### src/rtl/tmr_psc_pkg.sv
package tmr_psc_pkg;

   // Which counter the prescaler currently serves
   typedef enum logic {
      PSC_TO_TMR = 1'b0,
      PSC_TO_WDT = 1'b1
   } psc_owner_e;

   // Edge of the external count pin that is counted
   typedef enum logic {
      EDGE_RISE = 1'b0,
      EDGE_FALL = 1'b1
   } pin_edge_e;

   // Number of prescaler stages for a given ratio field and owner
   function automatic int unsigned psc_shift(input int unsigned ratio,
                                             input psc_owner_e owner);
      return (owner == PSC_TO_TMR) ? ratio + 1 : ratio;
   endfunction

endpackage

### src/rtl/tmr_psc_edge.sv
module tmr_psc_edge #(
   parameter int SYNC_STAGES = 2
) (
   input  logic clk,
   input  logic rst_n,
   input  logic pin_async,
   input  logic edge_fall,
   output logic evt
);
   import tmr_psc_pkg::*;

   initial begin
      assert (SYNC_STAGES >= 2)
         else $error("tmr_psc_edge: SYNC_STAGES must be at least 2");
   end

   logic [SYNC_STAGES-1:0] sync_q;
   logic                   prev_q;
   logic                   pin_s;

   genvar g;
   generate
      for (g = 0; g < SYNC_STAGES; g++) begin : g_sync
         if (g == 0) begin : g_first
            always_ff @(posedge clk or negedge rst_n) begin
               if (!rst_n) sync_q[g] <= 1'b0;
               else        sync_q[g] <= pin_async;
            end
         end else begin : g_next
            always_ff @(posedge clk or negedge rst_n) begin
               if (!rst_n) sync_q[g] <= 1'b0;
               else        sync_q[g] <= sync_q[g-1];
            end
         end
      end
   endgenerate

   assign pin_s = sync_q[SYNC_STAGES-1];

   always_ff @(posedge clk or negedge rst_n) begin
      if (!rst_n) prev_q <= 1'b0;
      else        prev_q <= pin_s;
   end

   always_comb begin
      if (pin_edge_e'(edge_fall) == EDGE_FALL) evt = prev_q & ~pin_s;
      else                                     evt = pin_s & ~prev_q;
   end

   // one edge of the chosen kind cannot be reported on two consecutive cycles
   a_r3_single_evt: assert property (@(posedge clk) disable iff (!rst_n)
      (evt && $stable(edge_fall)) |=> !evt);

endmodule

### src/rtl/tmr_psc_div.sv
module tmr_psc_div #(
   parameter int RATIO_W = 3
) (
   input  logic               clk,
   input  logic               rst_n,
   input  logic               in_evt,
   input  logic               clr,
   input  logic               owner_wdt,
   input  logic [RATIO_W-1:0] ratio,
   output logic               out_evt
);
   import tmr_psc_pkg::*;

   localparam int PSC_W   = 2 ** RATIO_W;
   localparam int SHIFT_W = RATIO_W + 1;

   initial begin
      assert (RATIO_W >= 1 && RATIO_W <= 4)
         else $error("tmr_psc_div: RATIO_W out of range");
   end

   logic [PSC_W-1:0]   cnt_q;
   logic [PSC_W-1:0]   mask;
   logic [SHIFT_W-1:0] shift;

   assign shift = SHIFT_W'(psc_shift(int'(ratio), psc_owner_e'(owner_wdt)));

   // Low 'shift' bits of the count must all be one for an output event
   always_comb begin
      for (int i = 0; i < PSC_W; i++) begin
         mask[i] = (i < int'(shift));
      end
   end

   always_ff @(posedge clk or negedge rst_n) begin
      if (!rst_n)      cnt_q <= '0;
      else if (clr)    cnt_q <= '0;
      else if (in_evt) cnt_q <= cnt_q + PSC_W'(1);
   end

   assign out_evt = in_evt && !clr && ((cnt_q & mask) == mask);

   // a clear leaves the count at zero
   a_r9_psc_clr: assert property (@(posedge clk) disable iff (!rst_n)
      clr |=> (cnt_q == '0));

   // count holds without input event or clear
   a_r10_psc_hold: assert property (@(posedge clk) disable iff (!rst_n)
      (!clr && !in_evt) |=> $stable(cnt_q));

endmodule

### src/rtl/tmr_psc_core.sv
module tmr_psc_core #(
   parameter int TMR_W = 8
) (
   input  logic             clk,
   input  logic             rst_n,
   input  logic             step,
   input  logic             wr,
   input  logic [TMR_W-1:0] wdata,
   input  logic             flag_clr,
   output logic [TMR_W-1:0] cnt,
   output logic             ovf_flag
);
   initial begin
      assert (TMR_W >= 2)
         else $error("tmr_psc_core: TMR_W must be at least 2");
   end

   logic [TMR_W-1:0] cnt_q;
   logic             flag_q;
   logic             wrap;

   assign wrap = step && !wr && (cnt_q == '1);

   always_ff @(posedge clk or negedge rst_n) begin
      if (!rst_n)    cnt_q <= '0;
      else if (wr)   cnt_q <= wdata;
      else if (step) cnt_q <= cnt_q + TMR_W'(1);
   end

   always_ff @(posedge clk or negedge rst_n) begin
      if (!rst_n)        flag_q <= 1'b0;
      else if (wrap)     flag_q <= 1'b1;
      else if (flag_clr) flag_q <= 1'b0;
   end

   assign cnt      = cnt_q;
   assign ovf_flag = flag_q;

   // write loads the data
   a_r5_load: assert property (@(posedge clk) disable iff (!rst_n)
      wr |=> (cnt == $past(wdata)));

   // a count advances by exactly one
   a_r2_step: assert property (@(posedge clk) disable iff (!rst_n)
      (step && !wr) |=> (cnt == $past(cnt) + TMR_W'(1)));

   // no count, no write, no change
   a_r10_hold: assert property (@(posedge clk) disable iff (!rst_n)
      (!step && !wr) |=> $stable(cnt));

   // wrap sets the flag, flag is sticky until cleared
   a_r6_set: assert property (@(posedge clk) disable iff (!rst_n)
      (step && !wr && cnt == '1) |=> (ovf_flag && cnt == '0));
   a_r6_sticky: assert property (@(posedge clk) disable iff (!rst_n)
      (ovf_flag && !flag_clr) |=> ovf_flag);

endmodule

### src/rtl/tmr_psc_wdog.sv
module tmr_psc_wdog #(
   parameter int WDT_W = 8
) (
   input  logic clk,
   input  logic rst_n,
   input  logic en,
   input  logic step,
   input  logic clr,
   output logic timeout
);
   initial begin
      assert (WDT_W >= 2)
         else $error("tmr_psc_wdog: WDT_W must be at least 2");
   end

   logic [WDT_W-1:0] cnt_q;
   logic             to_q;

   always_ff @(posedge clk or negedge rst_n) begin
      if (!rst_n) begin
         cnt_q <= '0;
         to_q  <= 1'b0;
      end else if (!en || clr) begin
         cnt_q <= '0;
         to_q  <= 1'b0;
      end else begin
         to_q <= step && (cnt_q == '1);
         if (step) cnt_q <= cnt_q + WDT_W'(1);
      end
   end

   assign timeout = to_q;

   // disabled watchdog stays at zero and quiet
   a_r8_off: assert property (@(posedge clk) disable iff (!rst_n)
      !en |=> (cnt_q == '0 && !timeout));

   // a timeout is a single-cycle pulse
   a_r8_pulse: assert property (@(posedge clk) disable iff (!rst_n)
      timeout |=> !timeout);

   // timeout only follows a step from all ones
   a_r8_cause: assert property (@(posedge clk) disable iff (!rst_n)
      $rose(timeout) |-> ($past(step) && cnt_q == '0));

   // clear zeroes the counter
   a_r9_clr: assert property (@(posedge clk) disable iff (!rst_n)
      clr |=> (cnt_q == '0));

endmodule

### src/rtl/tmr_psc_unit.sv
module tmr_psc_unit #(
   parameter int TMR_W       = 8,
   parameter int RATIO_W     = 3,
   parameter int WDT_W       = 8,
   parameter int SYNC_STAGES = 2
) (
   input  logic               clk,
   input  logic               rst_n,
   input  logic               icyc_en,
   input  logic               cfg_src_ext,
   input  logic               cfg_edge_fall,
   input  logic               cfg_psc_wdt,
   input  logic [RATIO_W-1:0] cfg_ratio,
   input  logic               tmr_wr,
   input  logic [TMR_W-1:0]   tmr_wdata,
   output logic [TMR_W-1:0]   tmr_rdata,
   input  logic               tmr_flag_clr,
   output logic               tmr_ovf_flag,
   input  logic               cnt_pin,
   input  logic               wdt_tick,
   input  logic               wdt_en,
   input  logic               wdt_clr,
   output logic               wdt_reset_req
);
   import tmr_psc_pkg::*;

   psc_owner_e owner;
   logic       ext_evt;
   logic       src_evt;
   logic       psc_in;
   logic       psc_clr;
   logic       psc_out;
   logic       tmr_step;
   logic       wdt_step;

   assign owner = psc_owner_e'(cfg_psc_wdt);

   tmr_psc_edge #(
      .SYNC_STAGES(SYNC_STAGES)
   ) u_edge (
      .clk       (clk),
      .rst_n     (rst_n),
      .pin_async (cnt_pin),
      .edge_fall (cfg_edge_fall),
      .evt       (ext_evt)
   );

   assign src_evt = cfg_src_ext ? ext_evt : icyc_en;

   // Route the shared prescaler to its current owner
   always_comb begin
      if (owner == PSC_TO_WDT) begin
         psc_in   = wdt_tick;
         psc_clr  = wdt_clr;
         tmr_step = src_evt;
         wdt_step = psc_out;
      end else begin
         psc_in   = src_evt;
         psc_clr  = tmr_wr;
         tmr_step = psc_out;
         wdt_step = wdt_tick;
      end
   end

   tmr_psc_div #(
      .RATIO_W(RATIO_W)
   ) u_div (
      .clk       (clk),
      .rst_n     (rst_n),
      .in_evt    (psc_in),
      .clr       (psc_clr),
      .owner_wdt (cfg_psc_wdt),
      .ratio     (cfg_ratio),
      .out_evt   (psc_out)
   );

   tmr_psc_core #(
      .TMR_W(TMR_W)
   ) u_core (
      .clk      (clk),
      .rst_n    (rst_n),
      .step     (tmr_step),
      .wr       (tmr_wr),
      .wdata    (tmr_wdata),
      .flag_clr (tmr_flag_clr),
      .cnt      (tmr_rdata),
      .ovf_flag (tmr_ovf_flag)
   );

   tmr_psc_wdog #(
      .WDT_W(WDT_W)
   ) u_wdog (
      .clk     (clk),
      .rst_n   (rst_n),
      .en      (wdt_en),
      .step    (wdt_step),
      .clr     (wdt_clr),
      .timeout (wdt_reset_req)
   );

   // with the prescaler elsewhere every source event reaches the timer
   a_r4_direct: assert property (@(posedge clk) disable iff (!rst_n)
      (cfg_psc_wdt && src_evt && !tmr_wr) |=> (tmr_rdata == $past(tmr_rdata) + TMR_W'(1)));

   // with the prescaler elsewhere the watchdog is never stepped without a tick
   a_r7_tick_only: assert property (@(posedge clk) disable iff (!rst_n)
      (!wdt_tick) |-> !wdt_step);

endmodule

### config.mk
export PLATFORM = sky130hd
export DESIGN_NAME = tmr_psc_unit
export DESIGN_NICKNAME = d
export VERILOG_FILES = /design/src/rtl/tmr_psc_pkg.sv /design/src/rtl/tmr_psc_edge.sv /design/src/rtl/tmr_psc_div.sv /design/src/rtl/tmr_psc_core.sv /design/src/rtl/tmr_psc_wdog.sv /design/src/rtl/tmr_psc_unit.sv
export SDC_FILE = /design/constraint.sdc
export NUM_CORES = 1
export LEC_CHECK = 0
export ABC_AREA = 1
export CELL_PAD_IN_SITES_DETAIL_PLACEMENT = 1
export CELL_PAD_IN_SITES_GLOBAL_PLACEMENT = 1
export CORE_MARGIN = 4
export CORE_UTILIZATION = 40
export CTS_BUF_LIST = sky130_fd_sc_hd__clkbuf_8
export CTS_CLUSTER_DIAMETER = 30
export DETAILED_ROUTE_END_ITERATION = 12
export HOLD_SLACK_MARGIN = 0.02
export PLACE_DENSITY = 0.81
export SKIP_CTS_REPAIR_TIMING = 1
export SYNTH_ARGS = -nofsm -noshare
export SYNTH_HDL_FRONTEND = slang
export SYNTH_SLANG_ARGS = --single-unit
export TNS_END_PERCENT = 100
### constraint.sdc
create_clock -name clk -period 1.7 [get_ports clk]
set_input_delay 0.17 -clock clk [delete_from_list [all_inputs] [get_ports clk]]
set_output_delay 0.17 -clock clk [all_outputs]
set_load 0.02 [all_outputs]
==> results.txt <==
----------------------------------------------------
[Floorplan]
  Core region area ... 0.00472 mm²
  Die ar. ... 0.00609 mm²
  Top-level port count ... 33
  Chip Height ... 78.1 µm
  Starting density of the core ... 0.416
  Horiz. Die Dim ... 78.1 µm
  Number of cell rows ... 25

[Job]
  Number of max-capacitance violations reported ... 0

[Detailed routing]
  Post-detailed-routing wire length ... 6.07 mm
  DRC violations left ... 0
  Routed via count divided by cell count ... 5.11
  Average routed wire per standard cell ... 15.7 µm
  Count of vias placed by the detailed router ... 1977
  Number of detailed-routing iterations run before antenna repair ... 4
  Count of antenna-violating nets left after detailed routing ... 0
  Number of design-rule violations left by the first detailed-router iteration ... 76

[Placement]
  Buffers on Ports ... 32
  Weighted congestion reported at the end of routability-driven placement ... 0.817
  Worst-case setup slack after placement ... -0.485 ns
  Area after DPL ... 0.00248 mm²
  Final HPWL DP ... 4.32 mm

[STA]
  Setup repair after global routing missed its margin ... yes
  Final number of setup-violating endpoints ... 0
  Rel. slew slack ... 0.702
  Crit share post-route ... 0.962
  Final count of hold timing violations ... 0
  Slew of the pin with the lowest slew margin ... 0.446 ns
  Final count of pins violating max slew ... 0
  Final period demand of the worst path ... 1.63 ns
  Layout Skew ... 0.00794 ns
  Minimum setup slack in the final design ... 0.0654 ns
  Hold WS ... 0.293 ns
  Fmax ... 612 MHz

[Yosys]
  Cell count after synthesis ... 263
  Synthesized flop and latch total ... 29
  Number of enable-type register cells in the synthesized netlist ... 0
  Number of warnings printed during yosys synthesis ... 0
  Portion of synthesized cell area occupied by the leading cell type ... 0.370
  Most frequently used flop master after synthesis ... dfrtp_1
  Sequential cell area fraction in the yosys report ... 0.370
  Net count after synthesis ... 290
  Most area-consuming cells after synthesis ... dfrtp_1 37%, nand2_1 16%, nand4_1 5.4%
  Syn avg cell area ... 7.46 µm²
  Async SR Flop Fraction ... 1.00
  Post-synthesis cell type count ... 29
  Area of the mapped netlist ... 0.00196 mm²
  Post-synthesis cell type with the largest combined area ... dfrtp_1

[Min path]
  Worst hold path class ... in -> async

[Critical path]
  Worst Path Arrival ... 1.85 ns
  Reg2Reg Launch Point ... u_edge.pin_s
  Worst EP required ... 1.92 ns
  Type of the worst setup path ... reg -> reg
  Nature of the critical path startpoint ... flip-flop
  Critical path origin ... u_edge.pin_s
  Crit end category ... flip-flop
  Maximum fanout count along the critical path ... 6

[Power]
  Leakage ... 1.30 nW
  Power per Cell Area ... 687 mW/mm²
  Max VDD drop ... 338 µV
  Total power draw ... 1.84 mW

[Status]
  Status ... complete, no violations

[GRT]
  Global-route wire length before repair ... 9.81 mm
  GRT overflow ... 0
  GRT Util Overall ... 0.202
  Maximum number of pins on one net before global-route repair ... 30
  Initial antenna violation count ... 0
  Via count of the first global-routing pass ... 2149

[Final layout]
  Final standard cell area without fillers ... 0.00268 mm²
  Fraction of layout instances using a drive strength above 1 ... 0.234
  Count of inserted antenna diode cells ... 0
  Fillers ... 603
  Synthesis-to-finish area growth ... 36.6%
  Nets@finish ... 346

[Clock tree]
  Number of buffers inserted during clock tree synthesis ... 5
  Count of clock tree sinks ... 29
  Worst-Skew Late Latency ... 0.28 ns
  Number of buffers between clock root and the deepest sink ... 2
  Clock root buffer master ... clkbuf_8
  Clock transition at the registers of the reported paths ... 0.07 ns
  H-tree Lvls ... 2
  TritonCTS clock tree ... yes

----------------------------------------------------
-- final cells by class --
type / instances / area (µm²) / area share
Clock buffer: 5 / 68.8 / 0.0257
Clock inverter: 3 / 13.8 / 0.00513
Inverter: 32 / 128 / 0.0476
Multi-Input combinational cell: 200 / 1180 / 0.442
Sequential cell: 29 / 727 / 0.271
Tap cell: 67 / 83.8 / 0.0313
Timing Repair Buffer: 51 / 477 / 0.178
-- Yosys cell counts (4+ instances only) --
library cell	n
ha_1	4
o21ai_1	5
inv_2	4
nand4_1	17
xnor2_1	4
dfrtp_1	29
xor2_1	8
nor2_1	17
nand3_1	18
nand3_4	5
nor3b_1	4
nor3_1	6
inv_1	26
nand2_1	85
o21ai_0	8
-- logic make-up (layout without fill, tap and decap cells) --
kind of cell    after synthesis  after routing  synth area share
buf+inv                      36             91            0.0765
fa+ha+maj                     4              4            0.0255
simple gates                164            166             0.423
flops                        29             29             0.370
compound gates               18             18            0.0523
xor+xnor                     12             12            0.0535
-- worst max-delay path, stage by stage (launching register included) --
cell	delay (ns)
dfrtp_1	0.39
inv_1	0.06
nand3_1	0.05
nand2_1	0.08
nand2_2	0.07
nand3_2	0.09
nand3_2	0.10
a21oi_4	0.27
nand3_4	0.19
nand3_4	0.15
nand2_2	0.07
nand2_1	0.06
-- metrics by stage --
step                cells  utilization  TNS (ns)
floorplan             263            -         0
global placement      376        0.525     -6.49
detailed placement    376        0.525     -8.54
CTS                   384        0.543     -3.14
global route          387        0.568     -1.20
finish                387        0.568         0
-- cells in the final DEF, fill, tap and decap left out, types with 5 or more instances in the layout --
cell type	n
o21ai_1	6
nand3_1	15
nand4_1	17
clkdlybuf4s50_1	28
dfrtp_1	28
nand2_2	22
clkbuf_8	5
nor2_1	15
nand3_4	6
o21ai_0	7
nand3_2	6
buf_4	18
nor3_1	6
nand2_1	66
xor2_1	8
inv_1	27
-- metal layers --
layer  GRT usage  up-vias  wire length (µm)
li1            -      968                 -
met3      0.0356        8               146
met4      0.0559        0                93
met1       0.225      973              2470
met2       0.389       28              3360
met5           0        -                 0
-- where the power goes --
group          switching (mW)  total, mW  internal [mW]
Sequential             0.0538      0.786          0.732
Combinational           0.285      0.509          0.224
Clock                   0.271      0.548          0.277
Total                   0.610       1.84           1.23
-- sequential cells by signal, indices dropped and copies added (netlist names) --
register,flops
u_div.cnt_q,8
u_edge.prev_q,1
u_edge.sync_q,1
u_wdog.timeout,1
u_core.ovf_flag,1
u_core.cnt,8
u_wdog.cnt_q,8
u_edge.pin_s,1
-- worst paths after layout --
check / endpoint / slack, ns / cells past startpoint
min in group clk: u_edge.sync_q[0] / 0.36 / 1
worst min-delay path: u_edge.prev_q / 0.29 / 2
max in group asynchronous: u_div.cnt_q[4] / 1.09 / 2
worst min register to register: u_edge.pin_s / 0.38 / 0
worst max-delay path: u_wdog.cnt_q[3] / 0.07 / 11
worst max register to register: u_wdog.cnt_q[3] / 0.07 / 11
(Power assumes the default switching activity.)
